===== src/rtl/mis_pkg.sv =====
package mis_pkg;

   typedef enum logic {
      KIND_MMD = 1'b0,
      KIND_DBG = 1'b1
   } kind_e;

   typedef enum logic [1:0] {
      OP_RD  = 2'd0,
      OP_WR  = 2'd1,
      OP_RMW = 2'd2,
      OP_RSV = 2'd3
   } op_e;

   // Step order of one indirect access
   typedef enum logic [2:0] {
      PH_IDLE = 3'd0,
      PH_SEL  = 3'd1,   // control register: device, address function
      PH_OFS  = 3'd2,   // offset into data / pointer register
      PH_MODE = 3'd3,   // control register: device, data function
      PH_XFER = 3'd4,   // data register read or write
      PH_WB   = 3'd5    // write back of merged value
   } phase_e;

endpackage


===== src/rtl/mis_bit_merge.sv =====
module mis_bit_merge #(
   parameter int DW = 16
) (
   input  logic [DW-1:0] rd_val,
   input  logic [DW-1:0] and_mask,
   input  logic [DW-1:0] or_val,
   output logic [DW-1:0] merged
);

   for (genvar b = 0; b < DW; b++) begin : g_bit
      assign merged[b] = (rd_val[b] & and_mask[b]) | or_val[b];
   end

endmodule


===== src/rtl/mis_step_plan.sv =====
module mis_step_plan
   import mis_pkg::*;
#(
   parameter int             AW         = 5,
   parameter int             DW         = 16,
   parameter int             DEVW       = 5,
   parameter int             OFSW       = 16,
   parameter int             FUNC_LSB   = 14,
   parameter logic [1:0]     FUNC_NOINC = 2'b01,
   parameter logic [AW-1:0]  MMD_CTRL   = 5'h0D,
   parameter logic [AW-1:0]  MMD_DATA   = 5'h0E,
   parameter logic [AW-1:0]  DBG_PTR    = 5'h1D,
   parameter logic [AW-1:0]  DBG_DATA   = 5'h1E
) (
   input  phase_e            phase,
   input  kind_e             kind,
   input  op_e               op,
   input  logic [DEVW-1:0]   dev,
   input  logic [OFSW-1:0]   ofs,
   input  logic [DW-1:0]     wval,
   input  logic [DW-1:0]     merged,
   output logic [AW-1:0]     st_addr,
   output logic              st_we,
   output logic [DW-1:0]     st_wdata,
   output phase_e            nxt_phase,
   output logic              last_step
);

   localparam logic [DW-1:0] MODE_WORD = DW'(FUNC_NOINC) << FUNC_LSB;

   logic [DW-1:0] dev_word;
   logic [DW-1:0] ofs_word;
   logic          is_mmd;

   assign dev_word = DW'(dev);
   assign ofs_word = DW'(ofs);
   assign is_mmd   = (kind == KIND_MMD);

   always_comb begin
      st_addr   = '0;
      st_we     = 1'b0;
      st_wdata  = '0;
      nxt_phase = PH_IDLE;
      last_step = 1'b0;
      unique case (phase)
         PH_SEL: begin
            st_addr   = MMD_CTRL;
            st_we     = 1'b1;
            st_wdata  = dev_word;
            nxt_phase = PH_OFS;
         end
         PH_OFS: begin
            st_addr   = is_mmd ? MMD_DATA : DBG_PTR;
            st_we     = 1'b1;
            st_wdata  = ofs_word;
            nxt_phase = is_mmd ? PH_MODE : PH_XFER;
         end
         PH_MODE: begin
            st_addr   = MMD_CTRL;
            st_we     = 1'b1;
            st_wdata  = MODE_WORD | dev_word;
            nxt_phase = PH_XFER;
         end
         PH_XFER: begin
            st_addr   = is_mmd ? MMD_DATA : DBG_DATA;
            st_we     = (op == OP_WR);
            st_wdata  = (op == OP_WR) ? wval : '0;
            nxt_phase = (op == OP_RMW) ? PH_WB : PH_IDLE;
            last_step = (op != OP_RMW);
         end
         PH_WB: begin
            st_addr   = is_mmd ? MMD_DATA : DBG_DATA;
            st_we     = 1'b1;
            st_wdata  = merged;
            nxt_phase = PH_IDLE;
            last_step = 1'b1;
         end
         default: begin
            nxt_phase = PH_IDLE;
         end
      endcase
   end

endmodule


===== src/rtl/mgmt_indirect_seq.sv =====
module mgmt_indirect_seq
   import mis_pkg::*;
#(
   parameter int             AW         = 5,
   parameter int             DW         = 16,
   parameter int             DEVW       = 5,
   parameter int             OFSW       = 16,
   parameter int             FUNC_LSB   = 14,
   parameter logic [1:0]     FUNC_NOINC = 2'b01,
   parameter bit             RMW_EN     = 1'b1,
   parameter logic [AW-1:0]  MMD_CTRL   = 5'h0D,
   parameter logic [AW-1:0]  MMD_DATA   = 5'h0E,
   parameter logic [AW-1:0]  DBG_PTR    = 5'h1D,
   parameter logic [AW-1:0]  DBG_DATA   = 5'h1E
) (
   input  logic              clk,
   input  logic              rst_n,
   input  logic              req_valid,
   output logic              req_ready,
   input  logic              req_kind,
   input  logic [1:0]        req_op,
   input  logic [DEVW-1:0]   req_dev,
   input  logic [OFSW-1:0]   req_offset,
   input  logic [DW-1:0]     req_wdata,
   input  logic [DW-1:0]     req_mask,
   output logic              busy,
   output logic              done,
   output logic [DW-1:0]     rdata,
   output logic              mdio_valid,
   output logic              mdio_we,
   output logic [AW-1:0]     mdio_addr,
   output logic [DW-1:0]     mdio_wdata,
   input  logic              mdio_ack,
   input  logic [DW-1:0]     mdio_rdata
);

   // elaboration checks
   if (DW < FUNC_LSB + 2) begin : g_bad_func
      $error("function field does not fit in the data width");
   end
   if (DEVW > FUNC_LSB) begin : g_bad_dev
      $error("device field overlaps the function field");
   end
   if (OFSW > DW) begin : g_bad_ofs
      $error("offset wider than the data register");
   end

   phase_e          ph_q;
   phase_e          ph_nxt;
   kind_e           kind_q;
   op_e             op_q;
   logic [DEVW-1:0] dev_q;
   logic [OFSW-1:0] ofs_q;
   logic [DW-1:0]   wval_q;
   logic [DW-1:0]   mask_q;
   logic [DW-1:0]   rd_q;
   logic [DW-1:0]   merged;
   logic            done_q;
   logic            last_step;
   logic            accept;
   logic            step_ack;
   op_e             op_in;

   assign accept   = req_valid && (ph_q == PH_IDLE);
   assign step_ack = mdio_valid && mdio_ack;

   // normalise the requested operation
   always_comb begin
      op_in = op_e'(req_op);
      if (op_in == OP_RSV) op_in = OP_RD;
      if (!RMW_EN && op_in == OP_RMW) op_in = OP_RD;
   end

   if (RMW_EN) begin : g_merge
      mis_bit_merge #(.DW(DW)) u_merge (
         .rd_val   (rd_q),
         .and_mask (mask_q),
         .or_val   (wval_q),
         .merged   (merged)
      );
   end else begin : g_no_merge
      assign merged = rd_q;
   end

   mis_step_plan #(
      .AW(AW), .DW(DW), .DEVW(DEVW), .OFSW(OFSW),
      .FUNC_LSB(FUNC_LSB), .FUNC_NOINC(FUNC_NOINC),
      .MMD_CTRL(MMD_CTRL), .MMD_DATA(MMD_DATA),
      .DBG_PTR(DBG_PTR), .DBG_DATA(DBG_DATA)
   ) u_plan (
      .phase     (ph_q),
      .kind      (kind_q),
      .op        (op_q),
      .dev       (dev_q),
      .ofs       (ofs_q),
      .wval      (wval_q),
      .merged    (merged),
      .st_addr   (mdio_addr),
      .st_we     (mdio_we),
      .st_wdata  (mdio_wdata),
      .nxt_phase (ph_nxt),
      .last_step (last_step)
   );

   always_ff @(posedge clk or negedge rst_n) begin
      if (!rst_n) begin
         ph_q   <= PH_IDLE;
         kind_q <= KIND_MMD;
         op_q   <= OP_RD;
         dev_q  <= '0;
         ofs_q  <= '0;
         wval_q <= '0;
         mask_q <= '1;
         rd_q   <= '0;
         done_q <= 1'b0;
      end else begin
         done_q <= 1'b0;
         if (accept) begin
            kind_q <= kind_e'(req_kind);
            op_q   <= op_in;
            dev_q  <= req_dev;
            ofs_q  <= req_offset;
            wval_q <= req_wdata;
            mask_q <= req_mask;
            ph_q   <= (kind_e'(req_kind) == KIND_MMD) ? PH_SEL : PH_OFS;
         end else if (step_ack) begin
            ph_q <= ph_nxt;
            if (ph_q == PH_XFER && op_q != OP_WR) rd_q <= mdio_rdata;
            if (last_step) done_q <= 1'b1;
         end
      end
   end

   assign req_ready  = (ph_q == PH_IDLE);
   assign busy       = (ph_q != PH_IDLE);
   assign mdio_valid = (ph_q != PH_IDLE);
   assign done       = done_q;
   assign rdata      = rd_q;

endmodule


===== config.mk =====
export PLATFORM = sky130hd
export DESIGN_NAME = mgmt_indirect_seq
export DESIGN_NICKNAME = d
export VERILOG_FILES = /design/src/rtl/mis_pkg.sv /design/src/rtl/mis_bit_merge.sv /design/src/rtl/mis_step_plan.sv /design/src/rtl/mgmt_indirect_seq.sv
export SDC_FILE = /design/constraint.sdc
export NUM_CORES = 1
export LEC_CHECK = 0
export ABC_AREA = 1
export BUFFER_PORTS_ARGS = -buffer_cell sky130_fd_sc_hd__buf_2
export CAP_MARGIN = 20
export CORE_ASPECT_RATIO = 0.75
export CORE_MARGIN = 1.5
export CORE_UTILIZATION = 46
export DETAILED_ROUTE_END_ITERATION = 12
export GPL_TIMING_DRIVEN = 0
export PLACE_DENSITY_LB_ADDON = 0.05
export SYNTH_ARGS = -nofsm -noshare
export SYNTH_HDL_FRONTEND = slang
export SYNTH_SLANG_ARGS = --single-unit

===== constraint.sdc =====
create_clock -name clk -period 1.4 [get_ports clk]
set_clock_uncertainty 0.05 [all_clocks]
set_input_delay 0.14 -clock clk [delete_from_list [all_inputs] [get_ports clk]]
set_output_delay 0.14 -clock clk [all_outputs]
set_load 0.005 [all_outputs]

Word level (Yosys, flattened, before mapping)
Cells that the tools add are included.
{ "word_totals": {"in_bits": 76, "output_inout_bits": 42, "wordCells": 79, "ff_bits": 76} }
{ "classes": {"n_mux": 17, "n_eq_ne": 10, "n_bitwise": 33, "reduce_logical": 10} }
{ "op_table": {"columns": ["cell", "n"], "rows": [
  ["one-hot mux 16 bit (5 select lines)", 1],
  ["bitwise AND 1 bit", 16],
  ["two-way mux 16 bit", 1],
  ["bitwise OR 1 bit", 16],
  ["one-hot mux 5 bit (3 select lines)", 1],
  ["two-way mux 3 bit", 4],
  ["one-hot mux 3 bit (4 select lines)", 1],
  ["two-way mux 5 bit", 2],
  ["== test 3 x 2 -> 1 bit (second input constant)", 2],
  ["== test 3 bit (second input constant)", 2],
  ["== test 2 bit (second input constant)", 2],
  ["two-way mux 2 bit", 2],
  ["one-hot mux 1 bit (2 select lines)", 2],
  ["OR reduction 2 bit", 2],
  ["OR reduction 4 bit", 1],
  ["== test 3 x 1 -> 1 bit (second input constant)", 1],
  ["logical AND 1 bit", 3],
  ["zero test 3 bit", 1],
  ["two-way mux 1 bit", 3],
  ["AND reduction 3 bit", 1],
  ["nonzero test 3 bit", 1],
  ["== test 2 x 1 -> 1 bit (second input constant)", 1],
  ["!= test 2 x 1 -> 1 bit (second input constant)", 1],
  ["!= test 2 bit (second input constant)", 1],
  ["other kinds (2)", 2]
]} }

Depth between registers and ports, before layout
Gate-level depths: netlist of the first run.
{ "logic_depth": {"depth_word": 5, "ltp_mapped": 9} }

Modules after synthesis
From an unflattened synthesis of the first run, not the netlist that was laid out.
{ "unflattened": {"hier_cells": 550, "hier_area_um2": 3923.8} }
{ "by_module_without_submodules": {"columns": ["module", "n_inst", "area_each_um2", "cells_each", "seq_area_each_um2"], "rows": [
  ["mgmt_indirect_seq", 1, 2974.1, 334, 1921.8],
  ["mis_step_plan", 1, 769.5, 168, 0.0],
  ["mis_bit_merge", 1, 180.2, 48, 0.0]
]} }

Worst setup path before layout of the first run
No wires, ideal clock.
{ "synth_path": {"kind": "reg2out", "start": "reg ph_q[1]", "end": "out mdio_wdata[1]", "arrival_time_ns": 1.220, "path_stages_with_launch": 7, "n_path_buf": 1, "slack_ns": -0.010, "path_cell_list": "dfrtp_1 inv_4 ha_1 nand2_2 buf_4 nand2_1 inv_1"} }
{ "synth_via": {"elab_chain_cells": 2, "elab_cells_between_ends": 6} }
{ "synth_rtl": {"columns": ["item", "line", "text"], "rows": [
  ["start: declaration", "mgmt_indirect_seq.sv:48", "phase_e ph_q;"],
  ["start signal: assignment", "mgmt_indirect_seq.sv:125", "ph_q <= (kind_e'(req_kind) == KIND_MMD) ? PH_SEL : PH_OFS;"],
  ["start signal: assignment", "mgmt_indirect_seq.sv:127", "ph_q <= ph_nxt;"],
  ["== test 3 bit, or another cell as far along", "mis_step_plan.sv:45", "unique case (phase)"],
  ["one-hot mux 16 bit (5 select lines) (*)", "mis_step_plan.sv:45", null],
  ["end: declaration", "mgmt_indirect_seq.sv:32", "output logic [DW-1:0] mdio_wdata,"]
]} }
Every way passes the cells marked *; elsewhere a longest branch is shown, timed or not.

Worst setup path after layout of the first run
{ "layout_path": {"start": "reg ph_q[1]", "end": "out mdio_wdata[2]"} }
The elaborated chain is that of the path after synthesis.

==> metrics.log, run 1 <==
[metrics] maximum clock insertion buffer count: 2
[metrics] part of the Yosys area used for sequential elements: 49.8%
[metrics] commonest non-fill, non-tap cells in the layout: nand2_1 (208), buf_2 (111), dlygate4sd3_1 (73)
[metrics] post-route core utilization: approximately four fifths
[metrics] worst slew slack as a fraction of its limit: 66.7%
[metrics] quantity of I/O buffers inserted on ports: 117
[metrics] Detail Placement HPWL: 7570 um
[metrics] antenna violation net count after detailed routing: 0
[metrics] routed via count divided by cell count: 4.99
[metrics] later-pin clock latency in the skew report: 350 ps
[metrics] CP max stage cell: dfrtp_2
[metrics] achievable clock frequency: 517 MHz
[metrics] warning count from the yosys run: 0
[metrics] critical path's largest stage delay: 470 ps
[metrics] Pre-Repair DR Iteration Count: 5
[metrics] library cell used as clock root buffer: clkbuf_8
[metrics] number of nets produced by synthesis: about 580
[metrics] fill cell instance count of the final layout: 547
[metrics] highest net fanout along the worst path: 5
[metrics] starting utilization of the core area: 48.1%
[metrics] die footprint: 0.00895 sq mm
[metrics] total length of routed met3 wires: 852 um
[metrics] type of element launching the critical path: flop
[metrics] overall fraction of global-route tracks in use: 28.6%
[metrics] gate count of the mapped netlist: 504
[metrics] Boundary Pins: ~120
[metrics] Vias: ~4300
[metrics] peak supply drop: approximately 0.0014 V
[metrics] Routed WL: 13100 um
[metrics] min Tclk post-route: 1930 ps
[metrics] sort of element at the end of the critical path: output pin
[metrics] clk sinks: 76
[metrics] Max-Cap Viols: 0
[metrics] WL met2: 6440 um
[metrics] y dimension of the die: 82.3 um
[metrics] Critical Path AT: 1740 ps
[metrics] FF+latch count, synth: between 70 and 80
[metrics] register-to-register path setup slack: -310 ps
[metrics] status: complete, but fails checks
[metrics] number of DRC violations after detailed-routing iteration 0: 246
[metrics] Clock H-tree levels: 3
[metrics] fraction of layout cells with a size suffix above 1: roughly two fifths
[metrics] Power Total: 13.7 mW
[metrics] met1 wire length: 5680 um
[metrics] register clock-pin slew on the reported worst setup and hold paths: 80 ps
[metrics] unrepaired setup endpoints after global routing: true
[metrics] final worst slack: -534 ps
[metrics] relative area change from synthesis to final layout: 69.1%
[metrics] ratio of final minimum period to clock period: 138%
[metrics] CTS tree: built
[metrics] commonest non-fill, non-tap cell in the layout: nand2_1
[metrics] final count of pins violating max slew: 0
[metrics] PD cells: 2110 mW/mm^2
[metrics] first-pass GRT wire length: between 15000 and 20000 um
[metrics] cell area after synthesis: about 0.0039 sq mm
[metrics] placeable core region: around 0.0080 sq mm
[metrics] Inserted Diodes: 0
[metrics] cts bufs inserted: 9
[metrics] Final Setup Violations: 101
[metrics] final routed wire length divided by cell count: approximately 15 um
[metrics] Cell Rows: 28
[metrics] Critical Setup Path Class: flop to output pin
[metrics] # nets final: 827
[metrics] antenna violations before repair: 0
[metrics] Max Used Layer: met4
[metrics] via count of the first global-routing pass: approximately 3900
[metrics] horizontal extent of the die: 109 um
[metrics] maximum number of pins on one net before global-route repair: 41
[metrics] GRT overflow: 0
[metrics] Avg Cell Area, Syn: between 7 and 8 sq um
[metrics] Unique masters post-synth: 27
[metrics] DR DRC count: 0
[metrics] endpoints failing hold: 0
[metrics] critical path cell sequence: clkinv_4 -> buf_12 -> nand3_4 -> nand2_4 -> nand2_2 -> nand4_1 -> nand2_1 -> inv_1 -> buf_2
[metrics] type of the tightest min-delay check: input port to flop
[metrics] weighted congestion reported at the end of routability-driven placement: between 0.9 and 1
[metrics] Leak: between 3 and 4 nW
[metrics] data required time of the worst path: 1210 ps
[metrics] pin slew with the least headroom to its limit: 499 ps
[metrics] violations in the final reports: negative setup slack
-- path summary, 6_finish.rpt --
path / startpoint / endpoint / depth (start not counted)
worst max-delay path: ph_q[1] / mdio_wdata[2] / 9
worst min-delay path: req_kind / kind_q / 3
worst max register to register: ph_q[0] / rdata[15] / 10
worst min register to register: mask_q[8] / mask_q[8] / 2
max in group asynchronous: rst_n / mask_q[9] / 3
min in group asynchronous: rst_n / ph_q[0] / 2
-- registers in the layout, indices dropped and copies added (netlist names) --
register	count
dev_q	5
done	1
kind_q	1
mask_q	16
ofs_q	16
op_q	2
ph_q	3
rdata	16
wval_q	16
-- cell families (layout without fill, tap and decap cells) --
kind of cell	after synthesis	in the layout	synth area share (%)
flops	76	76	49.8
compound gates	41	41	6.42
simple gates	306	307	33.1
fa+ha+maj	1	1	0.324
buf+inv	80	330	10.3
-- through the flow --
step | worst slack (ps) | TNS (ps) | std cells | hold slack [ps] | area, sq um
floorplan | 4.71 | 0 | 504 | -206 | 3860
global placement | -513 | -30960 | 726 | 284 | 4580
detailed placement | -238 | -8780 | 727 | 82.6 | 4600
CTS | -513 | -18990 | 843 | 22.1 | 6020
global route | -605 | -28580 | 860 | 69.0 | 6530
finish | -534 | -24840 | 860 | 61.8 | 6530
-- routing by layer --
metal | up-vias | GRT usage, %
li1 | 2035 | -
met1 | 2053 | 38.8
met2 | 180 | 48.2
met3 | 21 | 5.49
met4 | 0 | 5.92
met5 | - | 0
-- critical path, delay by kind of cell (launching register included) --
family | cells | cell delay (ps)
simple gates | 5 | 480
flops | 1 | 470
buf+inv | 4 | 430
-- cells in the mapped netlist, drive strengths merged --
cell	number	area share (%)
dfrtp	60	39
nand3	29	4.5
ha	1	0.32
o211ai	1	0.19
nand2	255	25
nor2	16	2.5
inv	58	6.0
dfstp	16	11
o21ai	38	5.9
nand4	6	0.97
buf	22	4.3
o31ai	1	0.19
a21oi	1	0.13
-- power breakdown --
part | internal [mW] | leakage, nW | switching [mW]
clock | 1.06 | 0.106 | 0.872
sequential | 3.38 | 0.918 | 0.829
combinational | 3.68 | 2.61 | 3.93
-- final cells by class --
class	instances	area (sq um)	share of cell area (%)
Tap cell	105	131	2.01
Clock buffer	11	141	2.17
Buffer	22	255	3.91
Clock inverter	5	83.8	1.28
Sequential cell	76	1920	29.5
Timing Repair Buffer	233	1860	28.5
Inverter	58	253	3.87
Timing Repair inverter	1	8.76	0.134
Multi-Input combinational cell	349	1870	28.6
-- what timing repair did --
item,CTS,global route
hold buffers,73,0
gates resized for setup,67,89
gates cloned,9,3
pin swaps,10,21
hold endpoints to repair,98,0
endpoints found under the setup margin,97,101
setup buffers,18,16
(Power assumes the default switching activity.)
==> run 2: changes to the inputs <==
RECOVER_POWER = 100   (was default)
TNS_END_PERCENT = 10   (was default)
==> metrics.log, run 2 (synthesis results as in run 1) <==
[metrics] net switching fraction of the power: 40.9%
[metrics] hold-critical path endpoint: kind_q
[metrics] DR DRC count: 0
[metrics] number of standard cells in the final layout excluding fillers: 843
[metrics] final routed wire length divided by cell count: 13.9 um
[metrics] Cell Rows: 28
[metrics] data required time of the worst path: between 1000 and 1500 ps
[metrics] number of buffer and inverter stages on the critical path: 3
[metrics] critical path's largest stage delay: 470 ps
[metrics] Setup TNS: -26630 ps
[metrics] combinational share of power: 49.9%
[metrics] Inserted Diodes: 0
[metrics] library cell used as clock root buffer: clkbuf_8
[metrics] commonest non-fill, non-tap cell in the layout: nand2_1
[metrics] later-pin clock latency in the skew report: 350 ps
[metrics] PD cells: a little over 2000 mW/mm^2
[metrics] CP max stage cell: dfrtp_2
[metrics] FF-to-FF path depth: 11
[metrics] relative contribution of sequential cells to total power: between 30% and 40%
[metrics] Setup WS pre-CTS: -238 ps
[metrics] Hold Worst Slack: 43.8 ps
[metrics] hold path depth: 3
[metrics] horizontal extent of the die: 109 um
[metrics] final worst slack: -508 ps
[metrics] status: complete, but fails checks
[metrics] register-to-register path setup slack: -360 ps
[metrics] min Tclk post-route: 1910 ps
[metrics] type of the tightest min-delay check: input port to flop
[metrics] clk sinks: 76
[metrics] sort of element at the end of the critical path: output pin
[metrics] Detail Placement HPWL: 7570 um
[metrics] Max-Cap Viols: 0
[metrics] met1 usage in global routing: 37.5%
[metrics] startpoint of the most critical hold path: req_kind
[metrics] y dimension of the die: roughly 82 um
[metrics] Clock H-tree levels: 3
[metrics] Pre-Repair DR Iteration Count: 5
[metrics] M3 GR Usage: a little over 6%
[metrics] antenna violation net count after detailed routing: 0
[metrics] Final Setup Violations: 100
[metrics] overall fraction of global-route tracks in use: 27.3%
[metrics] kind of cell adding the most delay to the critical path: simple AND/OR/NAND/NOR gates
[metrics] relative area change from synthesis to final layout: 55.0%
[metrics] unrepaired setup endpoints after global routing: true
[metrics] highest net fanout along the worst path: 5
[metrics] pin slew with the least headroom to its limit: 940 ps
[metrics] maximum clock insertion buffer count: 2
[metrics] placeable core region: 0.00802 sq mm
[metrics] Critical Path AT: 1720 ps
[metrics] cts bufs inserted: 9
[metrics] weighted congestion reported at the end of routability-driven placement: 0.930
[metrics] most used routing layer: met2
[metrics] first-pass GRT wire length: 18400 um
[metrics] quantity of I/O buffers inserted on ports: 117
[metrics] antenna violations before repair: 0
[metrics] type of element launching the critical path: flop
[metrics] switching power: 4.92 mW
[metrics] GRT overflow: 0
[metrics] design internal power: 7.10 mW
[metrics] via count of the first global-routing pass: 3742
[metrics] violations in the final reports: negative setup slack
[metrics] CTS tree: built
[metrics] worst slew slack as a fraction of its limit: between 30 and 40%
[metrics] Critical Setup Path Class: flop to output pin
[metrics] fraction of layout cells with a size suffix above 1: 32.9%
[metrics] Boundary Pins: 118
[metrics] number of DRC violations after detailed-routing iteration 0: 197
[metrics] cell repeated most along the worst path: nor2_4
[metrics] Cells after DPL: 727
[metrics] peak supply drop: 0.00121 V
[metrics] critical path cell sequence: nor2_4 -> nand2_4 -> nor2_4 -> buf_6 -> buf_4 -> nor2_1 -> nand2_1 -> buf_2
[metrics] Leak: 3.37 nW
[metrics] ratio of final minimum period to clock period: 136%
[metrics] endpoints failing hold: 0
[metrics] routed via count divided by cell count: 4.81
[metrics] Routed WL: 11700 um
[metrics] starting utilization of the core area: between 40% and 50%
[metrics] worst reg2reg startpoint: ph_q[0]
[metrics] final count of pins violating max slew: 0
[metrics] achievable clock frequency: between 500 and 600 MHz
[metrics] # nets final: 810
[metrics] endpoint of the worst register-to-register path: rdata[15]
[metrics] die footprint: between 0.008 and 0.009 sq mm
[metrics] register clock-pin slew on the reported worst setup and hold paths: around 80 ps
[metrics] maximum number of pins on one net before global-route repair: 41
[metrics] Power Total: 12.0 mW
[metrics] Vias: 4055
[metrics] portion of total power attributed to the clock network: 16.0%
[metrics] commonest non-fill, non-tap cells in the layout: nand2_1 (237), buf_2 (109), dlygate4sd3_1 (73)
[metrics] met2 usage in global routing: 44.4%
-- run 2: cell count changes in the layout (fill, tap and decap cells not counted), moves of 4 or more --
cell / change
nand2_1: +29
nand2_2: -19
buf_6: -14
clkbuf_1: +10
nand2_4: -8
nand3_2: -4
o21ai_1: +4
-- run 2: how the worst max path moves through the flow --
stage / cells past startpoint / startpoint / to
floorplan: 8 / ph_q[2] / mdio_addr[3]
global placement: 1 / rst_n / ph_q[1]
detailed placement: 10 / ph_q[2] / mdio_wdata[7]
CTS: 10 / ph_q[0] / mdio_wdata[15]
global route: 9 / ph_q[1] / mdio_wdata[15]
finish: 8 / ph_q[1] / mdio_we
-- run 2: per-stage QoR --
step | utilization, % | instance area [sq um]
5_1_grt | 74.5 | 5980
3_3_place_gp | 57.0 | 4580
2_1_floorplan | - | 3860
4_1_cts | 71.9 | 5770
3_5_place_dp | 57.3 | 4600
6_report | 74.5 | 5980
-- run 2: metal layers --
layer  routed length [um]  vias up
met5                    0        -
met4                  178        0
met3                  745       18
met2                 5390      149
met1                 5370     1889
li1                     -     1999
-- run 2: final cells by class --
type	instances	area [sq um]
inverters	58	250
well taps	105	131
plain buffers	22	216
repair buffers	218	1560
multi-input cells	348	1680
fillers	634	2040
clock buffers	11	141
flip-flops and latches	76	1920
clock inverters	5	83.8
-- run 2: repair_timing --
action	4_1_cts	5_1_grt
gates cloned	2	1
hold buffers	73	0
gates resized for setup	33	36
buffers inserted	12	12
hold endpoints to repair	97	0
pin swaps	8	12
setup endpoints to repair	97	101
-- run 2: worst register-to-register path, delay by kind of cell, from the launching register on --
family                 cells  cell delay [ps]
buffers and inverters      6              770
AND/OR/NAND/NOR            4              400
flip-flops                 1              380
AO/OA/AOI/OAI              1               60
-- run 2: power groups by stage --
stage               combinational [mW]  clock, mW  sequential (mW)
floorplan                         3.21          0             3.92
finish                            6.00       1.92             4.10
detailed placement                4.72          0             4.08
global placement                  4.62          0             4.05
CTS                               5.50       1.96             4.06
global route                      6.64       2.06             4.22
==> run 3: changes to the inputs <==
CTS_BUF_LIST = sky130_fd_sc_hd__clkbuf_16   (was default)
TNS_END_PERCENT = default   (was 10)
==> metrics.log, run 3 (synthesis results as in run 1) <==
[metrics] post-route core utilization: 79.5%
[metrics] Pre-Repair DR Iteration Count: 4
[metrics] maximum number of pins on one net before global-route repair: 41
[metrics] type of the tightest min-delay check: input port to flop
[metrics] DR DRC count: 0
[metrics] overall fraction of global-route tracks in use: 28.4%
[metrics] register clock-pin slew on the reported worst setup and hold paths: 60 ps
[metrics] unrepaired setup endpoints after global routing: true
[metrics] critical path's largest stage delay: 370 ps
[metrics] first-pass GRT wire length: 19100 um
[metrics] data required time of the worst path: 1210 ps
[metrics] min Tclk post-route: 1900 ps
[metrics] via count of the first global-routing pass: just under 4000
[metrics] die footprint: between 0.008 and 0.009 sq mm
[metrics] status: complete, but fails checks
[metrics] final routed wire length divided by cell count: 14.8 um
[metrics] Final Setup Violations: just under 100
[metrics] endpoints failing hold: 0
[metrics] CP max stage cell: dfrtp_1
[metrics] fraction of layout cells with a size suffix above 1: 37.7%
[metrics] weighted congestion reported at the end of routability-driven placement: 0.930
[metrics] number of buffer and inverter stages on the critical path: 6
[metrics] later-pin clock latency in the skew report: 330 ps
[metrics] starting utilization of the core area: just under 50%
[metrics] switching power: 5.42 mW
[metrics] Clock H-tree levels: 3
[metrics] cts bufs inserted: 9
[metrics] routed via count divided by cell count: 4.88
[metrics] Leak: 3.56 nW
[metrics] portion of total power attributed to the clock network: 18.4%
[metrics] Vias: 4162
[metrics] CTS tree: built
[metrics] Max-Cap Viols: 0
[metrics] # nets final: 820
[metrics] maximum clock insertion buffer count: 2
[metrics] highest net fanout along the worst path: 6
[metrics] worst slew slack as a fraction of its limit: around a third
[metrics] Critical Setup Path Class: flop to output pin
[metrics] quantity of I/O buffers inserted on ports: 117
[metrics] y dimension of the die: 82.3 um
[metrics] antenna violation net count after detailed routing: 0
[metrics] GRT overflow: 0
[metrics] commonest non-fill, non-tap cells in the layout: nand2_1 (217), buf_2 (107), dlygate4sd3_1 (70)
[metrics] register-to-register path setup slack: -310 ps
[metrics] relative contribution of sequential cells to total power: slightly above 30%
[metrics] placeable core region: 0.00802 sq mm
[metrics] antenna violations before repair: 0
[metrics] critical path cell sequence: buf_6 -> inv_8 -> buf_4 -> nor2_4 -> buf_4 -> o21ai_1 -> nand3_2 -> nand2_1 -> inv_1 -> buf_2
[metrics] Hold Worst Slack: 7.99 ps
[metrics] Cell Rows: 28
[metrics] type of element launching the critical path: flop
[metrics] Critical Path AT: 1710 ps
[metrics] Inserted Diodes: 0
[metrics] sort of element at the end of the critical path: output pin
[metrics] cell repeated most along the worst path: buf_4
[metrics] Detail Placement HPWL: between 7000 and 8000 um
[metrics] violations in the final reports: negative setup slack
[metrics] commonest non-fill, non-tap cell in the layout: nand2_1
[metrics] ratio of final minimum period to clock period: 136%
[metrics] relative area change from synthesis to final layout: 65.2%
[metrics] Boundary Pins: 118
[metrics] achievable clock frequency: approximately 530 MHz
[metrics] final count of pins violating max slew: 0
[metrics] final worst slack: -497 ps
[metrics] peak supply drop: 0.00119 V
[metrics] horizontal extent of the die: between 100 and 150 um
[metrics] number of DRC violations after detailed-routing iteration 0: 178
[metrics] pin slew with the least headroom to its limit: just under 1000 ps
[metrics] clk sinks: 76
[metrics] net switching fraction of the power: 39.7%
[metrics] PD cells: around 2100 mW/mm^2
[metrics] library cell used as clock root buffer: clkbuf_16
[metrics] design internal power: 8.22 mW
[metrics] Routed WL: between 10000 and 15000 um
[metrics] combinational share of power: 51.0%
[metrics] kind of cell adding the most delay to the critical path: buffers and inverters
==> run 3: cell count changes in the layout (fill, tap and decap cells not counted), moves of 3 or more <==
cell,change
nand2_2,+15
nand2_4,+5
nand3_1,-4
dlygate4sd3_1,-3
buf_6,+7
nand2_1,-20
nand3_2,+6
clkbuf_8,-10
clkbuf_16,+10
o21ai_1,-3
==> run 3: worst reg2reg max path, stage by stage, from the launching register on <==
cell and delay (ps):
dfrtp_1 370, buf_6 140, buf_4 150, inv_6 70
nand2_4 60, nor2_8 150, buf_6 120, nand3_4 160
buf_6 200, nand2_2 70, o21ai_2 60
==> run 3: final timing paths <==
| path | start | endpoint | cells after the start |
|---|---|---|---|
| min in group asynchronous | rst_n | ph_q[0] | 2 |
| worst max-delay path | ph_q[2] | mdio_wdata[8] | 10 |
| worst min-delay path | mdio_rdata[13] | rdata[13] | 3 |
| worst min register to register | mask_q[12] | mask_q[12] | 2 |
| max in group asynchronous | rst_n | mask_q[9] | 3 |
| worst max register to register | ph_q[0] | rdata[7] | 10 |
==> run 3: area by class of cell <==
class                           instances  area (sq um)
Sequential cell                        76          1920
Clock inverter                          7          91.3
Clock buffer                            9           225
Multi-Input combinational cell        349          1790
Timing Repair Buffer                  226          1710
Inverter                               58           243
Tap cell                              105           131
Timing Repair inverter                  1          8.76
Buffer                                 22           249
Fill cell                             555          1650
==> run 3: power by group through the flow <==
| stage | clock [mW] | sequential, mW | combinational [mW] |
|---|---|---|---|
| 2_1_floorplan | 0 | 3.92 | 3.21 |
| 3_3_place_gp | 0 | 4.05 | 4.62 |
| 3_5_place_dp | 0 | 4.08 | 4.72 |
| 4_1_cts | 2.53 | 4.10 | 6.17 |
| 5_1_grt | 2.63 | 4.28 | 7.58 |
| 6_report | 2.51 | 4.17 | 6.96 |
==> run 3: stage by stage <==
stage	power (mW)	instances	setup WS, ps	TNS (ps)	instance area, sq um
6_report	13.6	853	-497	-22810	6370
5_1_grt	14.5	853	-547	-31280	6370
4_1_cts	12.8	841	-470	-18220	6130
3_5_place_dp	8.80	727	-238	-8780	4600
3_3_place_gp	8.68	726	-513	-30960	4580
2_1_floorplan	7.13	504	4.71	0	3860
==> run 3: timing repair <==
action | in CTS | in global routing
gates resized for setup | 75 | 43
pin swaps | 10 | 10
setup endpoints to repair | 97 | 101
hold buffers | 70 | 0
endpoints found under the hold margin | 95 | 0
buffers inserted | 19 | 11
gates cloned | 9 | 2
==> run 3: routing by layer <==
metal | vias up | part of all wire (%) | routed length (um) | global-route usage [%]
met5 | - | 0 | 0 | 0
met4 | 0 | 1.7 | 211 | 6.97
met3 | 22 | 7.2 | 912 | 7.14
met2 | 154 | 48 | 6110 | 47.4
met1 | 1961 | 43 | 5430 | 37.4
li1 | 2025 | - | - | -
